## src/rtl/guard_pkg.sv

```systemverilog
// Shared constants and types for the block-lock write guard.
// Assumes a 16-bit byte address space with the register at the top address.
package guard_pkg;
    localparam int          LOCK_EN_BIT = 7;
    localparam int          SPAN_HI     = 3;
    localparam int          SPAN_LO     = 2;
    localparam logic [7:0]  CREG_MASK   = 8'h8C;
    localparam logic [15:0] CREG_ADDR   = 16'hFFFF;

    typedef enum logic [1:0] {
        SPAN_NONE    = 2'b00,
        SPAN_QUARTER = 2'b01,
        SPAN_HALF    = 2'b10,
        SPAN_ALL     = 2'b11
    } lock_span_e;

    // Address bits spanned by the array for a given size in Kbit.
    function automatic int array_aw(input int kbits);
        case (kbits)
            16:      return 11;
            128:     return 14;
            default: return 13;
        endcase
    endfunction
endpackage

```

## src/rtl/guard_span_dec.sv

```systemverilog
// Decides whether an array address is writable under the current lock span.
// Assumes KBITS is 16, 64 or 128; the register address is handled by the caller.
module guard_span_dec
    import guard_pkg::*;
#(
    parameter int KBITS = 64
) (
    input  logic [15:0] addr,
    input  lock_span_e  span,
    output logic        array_ok
);
    localparam int AW = array_aw(KBITS);

    logic above_top;
    logic in_top_half;
    logic in_top_quarter;
    logic locked;

    // Detect addresses beyond the array (only when the array is narrower than 16 bits).
    generate
        if (AW < 16) begin : g_hole
            assign above_top = |addr[15:AW];
        end else begin : g_full
            assign above_top = 1'b0;
        end
    endgenerate

    assign in_top_half    = addr[AW-1];
    assign in_top_quarter = (addr[AW-1:AW-2] == 2'b11);

    // Map the span code onto the locked region.
    always_comb begin
        case (span)
            SPAN_NONE:    locked = 1'b0;
            SPAN_QUARTER: locked = in_top_quarter;
            SPAN_HALF:    locked = in_top_half;
            default:      locked = 1'b1;
        endcase
    end

    assign array_ok = !above_top && !locked;
endmodule

```

## src/rtl/guard_creg.sv

```systemverilog
// Holds the protection register, stages a single register byte and commits it.
// Assumes byte_wr and commit are single-cycle strobes from the sequencer.
module guard_creg
    import guard_pkg::*;
#(
    parameter logic [7:0] RST_VAL = 8'h00
) (
    input  logic       clk,
    input  logic       rst_n,
    input  logic       byte_wr,
    input  logic       to_reg,
    input  logic [7:0] byte_data,
    input  logic       commit,
    input  logic       wel,
    input  logic       hw_lock,
    output logic [7:0] creg,
    output logic       wel_clr
);
    logic       pend;
    logic [7:0] stage;
    logic       abort;
    logic       accept;

    assign abort  = byte_wr && pend;
    assign accept = commit && pend && wel && !hw_lock;

    // Register value, staged byte, pending flag and latch-clear request.
    always_ff @(posedge clk) begin
        if (!rst_n) begin
            creg    <= RST_VAL & CREG_MASK;
            pend    <= 1'b0;
            stage   <= 8'h00;
            wel_clr <= 1'b0;
        end else begin
            wel_clr <= hw_lock || abort || accept;
            if (accept) begin
                creg <= stage;
            end
            if (hw_lock || commit || abort) begin
                pend <= 1'b0;
            end else if (byte_wr && to_reg) begin
                pend  <= 1'b1;
                stage <= byte_data & CREG_MASK;
            end
        end
    end
endmodule

```

## src/rtl/blk_guard.sv

```systemverilog
// Top of the block-lock write guard: combines span decode, register lock and
// the register store. Permit is combinational from address and register value.
module blk_guard
    import guard_pkg::*;
#(
    parameter int         KBITS   = 64,
    parameter logic [7:0] RST_VAL = 8'h00
) (
    input  logic        clk,
    input  logic        rst_n,
    input  logic [15:0] addr,
    input  logic        byte_wr,
    input  logic [7:0]  byte_data,
    input  logic        commit,
    input  logic        wp_n,
    input  logic        wel,
    output logic        permit,
    output logic [7:0]  creg_q,
    output logic        wel_clr
);
    logic       is_reg;
    logic       hw_lock;
    logic       array_ok;
    lock_span_e span;

    assign is_reg  = (addr == CREG_ADDR);
    assign hw_lock = !wp_n && creg_q[LOCK_EN_BIT];
    assign span    = lock_span_e'(creg_q[SPAN_HI:SPAN_LO]);

    guard_span_dec #(.KBITS(KBITS)) u_dec (
        .addr     (addr),
        .span     (span),
        .array_ok (array_ok)
    );

    guard_creg #(.RST_VAL(RST_VAL)) u_creg (
        .clk       (clk),
        .rst_n     (rst_n),
        .byte_wr   (byte_wr),
        .to_reg    (is_reg),
        .byte_data (byte_data),
        .commit    (commit),
        .wel       (wel),
        .hw_lock   (hw_lock),
        .creg      (creg_q),
        .wel_clr   (wel_clr)
    );

    // Select register lock or array lock by address.
    assign permit = is_reg ? !hw_lock : array_ok;
endmodule

```

## config.mk

```make
export PLATFORM = sky130hd
export DESIGN_NAME = blk_guard
export DESIGN_NICKNAME = d
export VERILOG_FILES = /design/src/rtl/guard_pkg.sv /design/src/rtl/guard_span_dec.sv /design/src/rtl/guard_creg.sv /design/src/rtl/blk_guard.sv
export SDC_FILE = /design/constraint.sdc
export NUM_CORES = 1
export LEC_CHECK = 0
export ABC_AREA = 1
export CAP_MARGIN = 20
export CORE_MARGIN = 3
export CORE_UTILIZATION = 32
export CTS_CLUSTER_DIAMETER = 50
export DETAILED_ROUTE_END_ITERATION = 16
export GPL_TIMING_DRIVEN = 0
export PLACE_DENSITY = 0.82
export SYNTH_ARGS = -nofsm -noshare
export SYNTH_HDL_FRONTEND = slang
export SYNTH_SLANG_ARGS = --single-unit
```

## constraint.sdc

```tcl
create_clock -name clk -period 1.8 [get_ports clk]
set_input_delay 0.36 -clock clk [delete_from_list [all_inputs] [get_ports clk]]
set_output_delay 0.36 -clock clk [all_outputs]
set_load 0.01 [all_outputs]
```

Word level (Yosys, flattened, before mapping)
Index checks and enable logic that the tools add are counted.

word-level totals
  flip-flop bits (word level) = 8
  latch bits = 0
  memory bits (writable) = 0
  memory bits (read-only) = 0
  bits of input ports = 30
  output and inout port bits = 10
  memories = 0

operators by class
  add/subtract/negate cells = 0
  multiply operators = 0
  div/mod/pow operators = 0
  $lt $le $gt $ge = 0
  eq/ne operators = 4
  shifts and indexed selects = 0
  multiplexer cells = 2
  bitwise logic cells = 2
  reductions and logical operators = 19

operators by type and width
  cell                                                  count
  equality test 16 bit (second input constant)          1
  logical AND 1 bit                                     7
  equality test 2 bit (second input constant)           2
  zero test 1 bit                                       4
  logical OR 1 bit                                      4
  one-hot mux 1 bit (3 select lines)                    1
  OR reduction 3 bit                                    1
  equality test 2 x 1 -> 1 bit (second input constant)  1
  zero test 2 bit                                       1
  NOT 1 bit                                             2
  AND reduction 2 bit                                   1
  OR reduction 2 bit                                    1
  two-way mux 1 bit                                     1

Longest topological paths before layout
  depth in word-level cells = 6
  depth in mapped cells = 8

Modules after synthesis
Synthesis repeated with hierarchy kept, for this count alone.

second synthesis, totals
  cells, all modules = 93
  area, all modules = 550.5 um^2

modules (own cells, without submodules)
  module          instances  cells each  area each (um^2)  seq. area each (um^2)
  guard_creg      1          63          431.7             160.2
  blk_guard       1          21          82.6              0.0
  guard_span_dec  1          9           36.3              0.0

Worst setup path before layout
No wires, ideal clock.

  path kind = input -> output
  start = input port addr[12]
  end = output port permit
  arrival time = 0.844 ns
  data required time = 1.440 ns
  slack = 0.596 ns
  stages on the path = 6
  path buffers = 0
  cells stage by stage = nand2_1 > nor2_1 > nand2_1 > nor2_4 > nand2_1 > nand2_1

between the ends
  word-level cells in the longest chain between the ends = 5

RTL lines
  element                             RTL line              text
  start, declared                     blk_guard.sv:11       input logic [15:0] addr,
  equality test 2 bit                 guard_span_dec.sv:29  assign in_top_quarter = (addr[AW-1:AW-2] == 2'b11);
  one-hot mux 1 bit (3 select lines)  guard_span_dec.sv:33  case (span)
  zero test 1 bit                     guard_span_dec.sv:41  assign array_ok = !above_top && !locked;
  logical AND 1 bit                   guard_span_dec.sv:41
  two-way mux 1 bit (*)               blk_guard.sv:50       assign permit = is_reg ? !hw_lock : array_ok;
  end, declared                       blk_guard.sv:17       output logic permit,

Mark *: on every way between the ends. The rest lies on a longest branch, timed or not.

Worst setup path in the final report
  start = input port addr[3]
  end = output port permit

between the ends
  word-level cells in the longest chain between the ends = 2

RTL lines
  element               RTL line         text
  equality test 16 bit  blk_guard.sv:26  assign is_reg = (addr == CREG_ADDR);
  two-way mux 1 bit     blk_guard.sv:50

No other way between the ends.

==> metrics.csv <==
stage;metric;value;unit
clocking;Sink Count;8;
clocking;clock-pin transition on the worst setup and hold timing paths;0.05;ns
timing;smallest hold slack;0.454;ns
global_route;number of antenna violations at the first check in global routing;0;
detailed_routing;DRC viols;0;
clocking;number of levels in the clock H-tree;1;
timing;final clock skew;0.00362;ns
synthesis;count of unique library cells instantiated by Yosys;16;
global_route;via count of the first global-routing pass;510;
place;global placer's final weighted congestion;0.708;
setup_path;crit path launch type;input pin;
floorplanning;number of placement rows;13;
timing;Final Hold Vio Count;0;
synthesis;Main synth FF type;dfxtp_1;
setup_path;chain of cells forming the critical path;clkdlybuf4s50_1 -> nand2_1 -> nor2_1 -> nand2_1 -> nor2_4 -> nand2_1 -> nand2_1 -> buf_6;
clocking;CTS buffer count;3;
place;port buffer count;29;
place;placed inst area;782;sq um
timing;final max-slew violation count;0;
finish;commonest cells after routing, fill and taps aside;nand2_1, clkdlybuf4s50_1, nor2_1, dlymetal6s2s_1, dfxtp_1;
floorplanning;height of the chip;43.8;um
floorplanning;Die X-Extent;43.8;um
clocking;Max Buffers Root-to-Sink;2;
finish;most common cell after layout, fill and taps aside;nand2_1;
synthesis;number of enable-type register cells in the synthesized netlist;0;
detailed_routing;first-iteration detailed-routing DRC count;3;
place;detailed placement HPWL;970;um
detailed_routing;Post-Route WL;1.21;mm
floorplanning;IO Count;40;
synthesis;share of synthesized flip-flops with an asynchronous set or reset;0;%
finish;number of diodes added for antenna fixing;0;
setup_path;Critical Path Max Stage Delay;0.45;ns
finish;share of post-route cells with drive strength above 1;14.8;%
power;Cell Pwr Density;460;nW/um^2
detailed_routing;remaining number of nets flagged by the antenna check after routing;0;
setup_path;Req. time, crit path;1.44;ns
detailed_routing;number of optimization iterations in the first detailed-route pass;2;
finish;final net count;140;
setup_path;cell type of the slowest stage on the worst timing path;clkdlybuf4s50_1;
global_route;all-layer global routing usage;12.8;%
finish;area growth from synthesis to layout;85.2;%
floorplanning;Total Die Area;1920;sq um
outcome;result of the run;completed;
synthesis;cell area after technology mapping;458;sq um
timing;total setup violations reported at the end of the flow;0;
synthesis;count of mapped cells out of synthesis;70;
clocking;CTS tree;built;
synthesis;sequential area share after synthesis;35.0;%
floorplanning;starting density of the core;34.8;%
global_route;wire length of the first global-routing pass;1.89;mm
setup_path;Critical Path Fanout Max;2;
finish;final instance area;848;sq um
setup_path;critical path arrival;1.38;ns
setup_path;path type of the worst setup path;input pin to output port;
global_route;maximum number of pins on one net before global-route repair;8;
clocking;clk root buf;clkbuf_4;
synthesis;Synth Warn #;0;
timing;Highest Clock Rate;573;MHz
timing;min Tclk post-route;1.74;ns
min_path;worst hold path type;register to register;
synthesis;flop and latch count out of synthesis;8;
setup_path;element type at the critical path end;output port;
detailed_routing;Routed WL per cell;9.87;um
power;leakage power figure;0.481;nW
finish;total of fill cells in the finished design;132;
timing;post-route clock period utilization;96.9;%
detailed_routing;number of vias after detailed routing;525;
flow_run;max-cap viol count;0;
setup_path;crit-path most repeated cell;nand2_1;
power;worst ir drop on vdd;0.000353;V
global_route;total global routing overflow;0;
synthesis;syn_area_per_cell;6.54;sq um
clocking;clock network latency to the later pin of the worst-skew pair;0.25;ns
floorplanning;floorplan core area;1320;sq um
detailed_routing;DR vias/cell;4.27;
worst max-delay path, delay by kind of cell:
| kind | cells | cell delay (ns) |
|---|---|---|
| AND/OR/NAND/NOR | 6 | 0.46 |
| buffers and inverters | 2 | 0.56 |
what timing repair did:
item / 4_1_cts / 5_1_grt
endpoints found under the setup margin: 1 / 1
setup buffers: 1 / 1
resized for setup: 4 / 12
pin swaps: 2 / 11
hold buffers: 0 / 0
cell usage after synthesis (3+ instances only):
cell type,instances,share of area (%)
o21ai_0,4,4.4
nand3_1,3,3.3
nor2_1,11,9.0
a21oi_1,4,4.4
inv_1,6,4.9
buf_4,5,8.2
nand2_1,21,17
dfxtp_1,8,35
kinds of logic after synthesis:
kind of cell	Yosys count	share of synthesized area, %
buffers and inverters	11	13.1
DFF	8	35.0
and+or+nand+nor	40	39.1
other	1	0.819
AOI/OAI and AO/OA	10	12.0
registers in the layout, indices dropped and copies added, names as in the netlist:
signal          flops
u_creg.creg         3
u_creg.pend         1
u_creg.stage        3
u_creg.wel_clr      1
stage by stage:
step / instances / TNS, ns / utilization (%) / power (mW) / setup slack [ns]
after global placement: 118 / -0.438 / 59.4 / 0.263 / -0.438
after detailed placement: 118 / -0.445 / 59.4 / 0.264 / -0.445
after floorplan: 74 / 0 / - / 0.205 / 0.596
after CTS: 122 / 0 / 61.3 / 0.397 / 0.0131
after global routing: 123 / -0.0238 / 64.4 / 0.413 / -0.0238
final: 123 / 0 / 64.4 / 0.390 / 0.0560
metal layers:
layer / global-route usage [%] / vias to the layer above / part of all wire [%]
li1: - / 286 / -
met1: 12.5 / 220 / 35
met2: 24.7 / 19 / 58
met3: 2.07 / 0 / 6.9
met4: 7.23 / 0 / 0
met5: 0 / - / 0
power breakdown:
part	internal (mW)	switching, mW	total [mW]
logic	0.0546	0.0252	0.0798
registers	0.177	0.000000342	0.177
clock network	0.0760	0.0570	0.133
total	0.308	0.0822	0.390
path summary, 6_finish.rpt:
| kind | startpoint | to | slack (ns) | cells after the start |
|---|---|---|---|---|
| max | addr[3] | permit | 0.06 | 8 |
| min | u_creg.stage[2] | u_creg.creg[2] | 0.45 | 2 |
| max reg2reg | u_creg.creg[7] | u_creg.stage[7] | 0.74 | 6 |
| min reg2reg | u_creg.stage[2] | u_creg.creg[2] | 0.45 | 2 |
layout make-up:
class	count	area (sq um)	area share [%]
multi-input cells	55	253	29.8
clock buffers	3	22.5	2.65
inverters	6	22.5	2.65
plain buffers	5	37.5	4.42
well taps	15	18.8	2.21
repair buffers	31	334	39.4
flip-flops and latches	8	160	18.9
(Power assumes the default switching activity.)
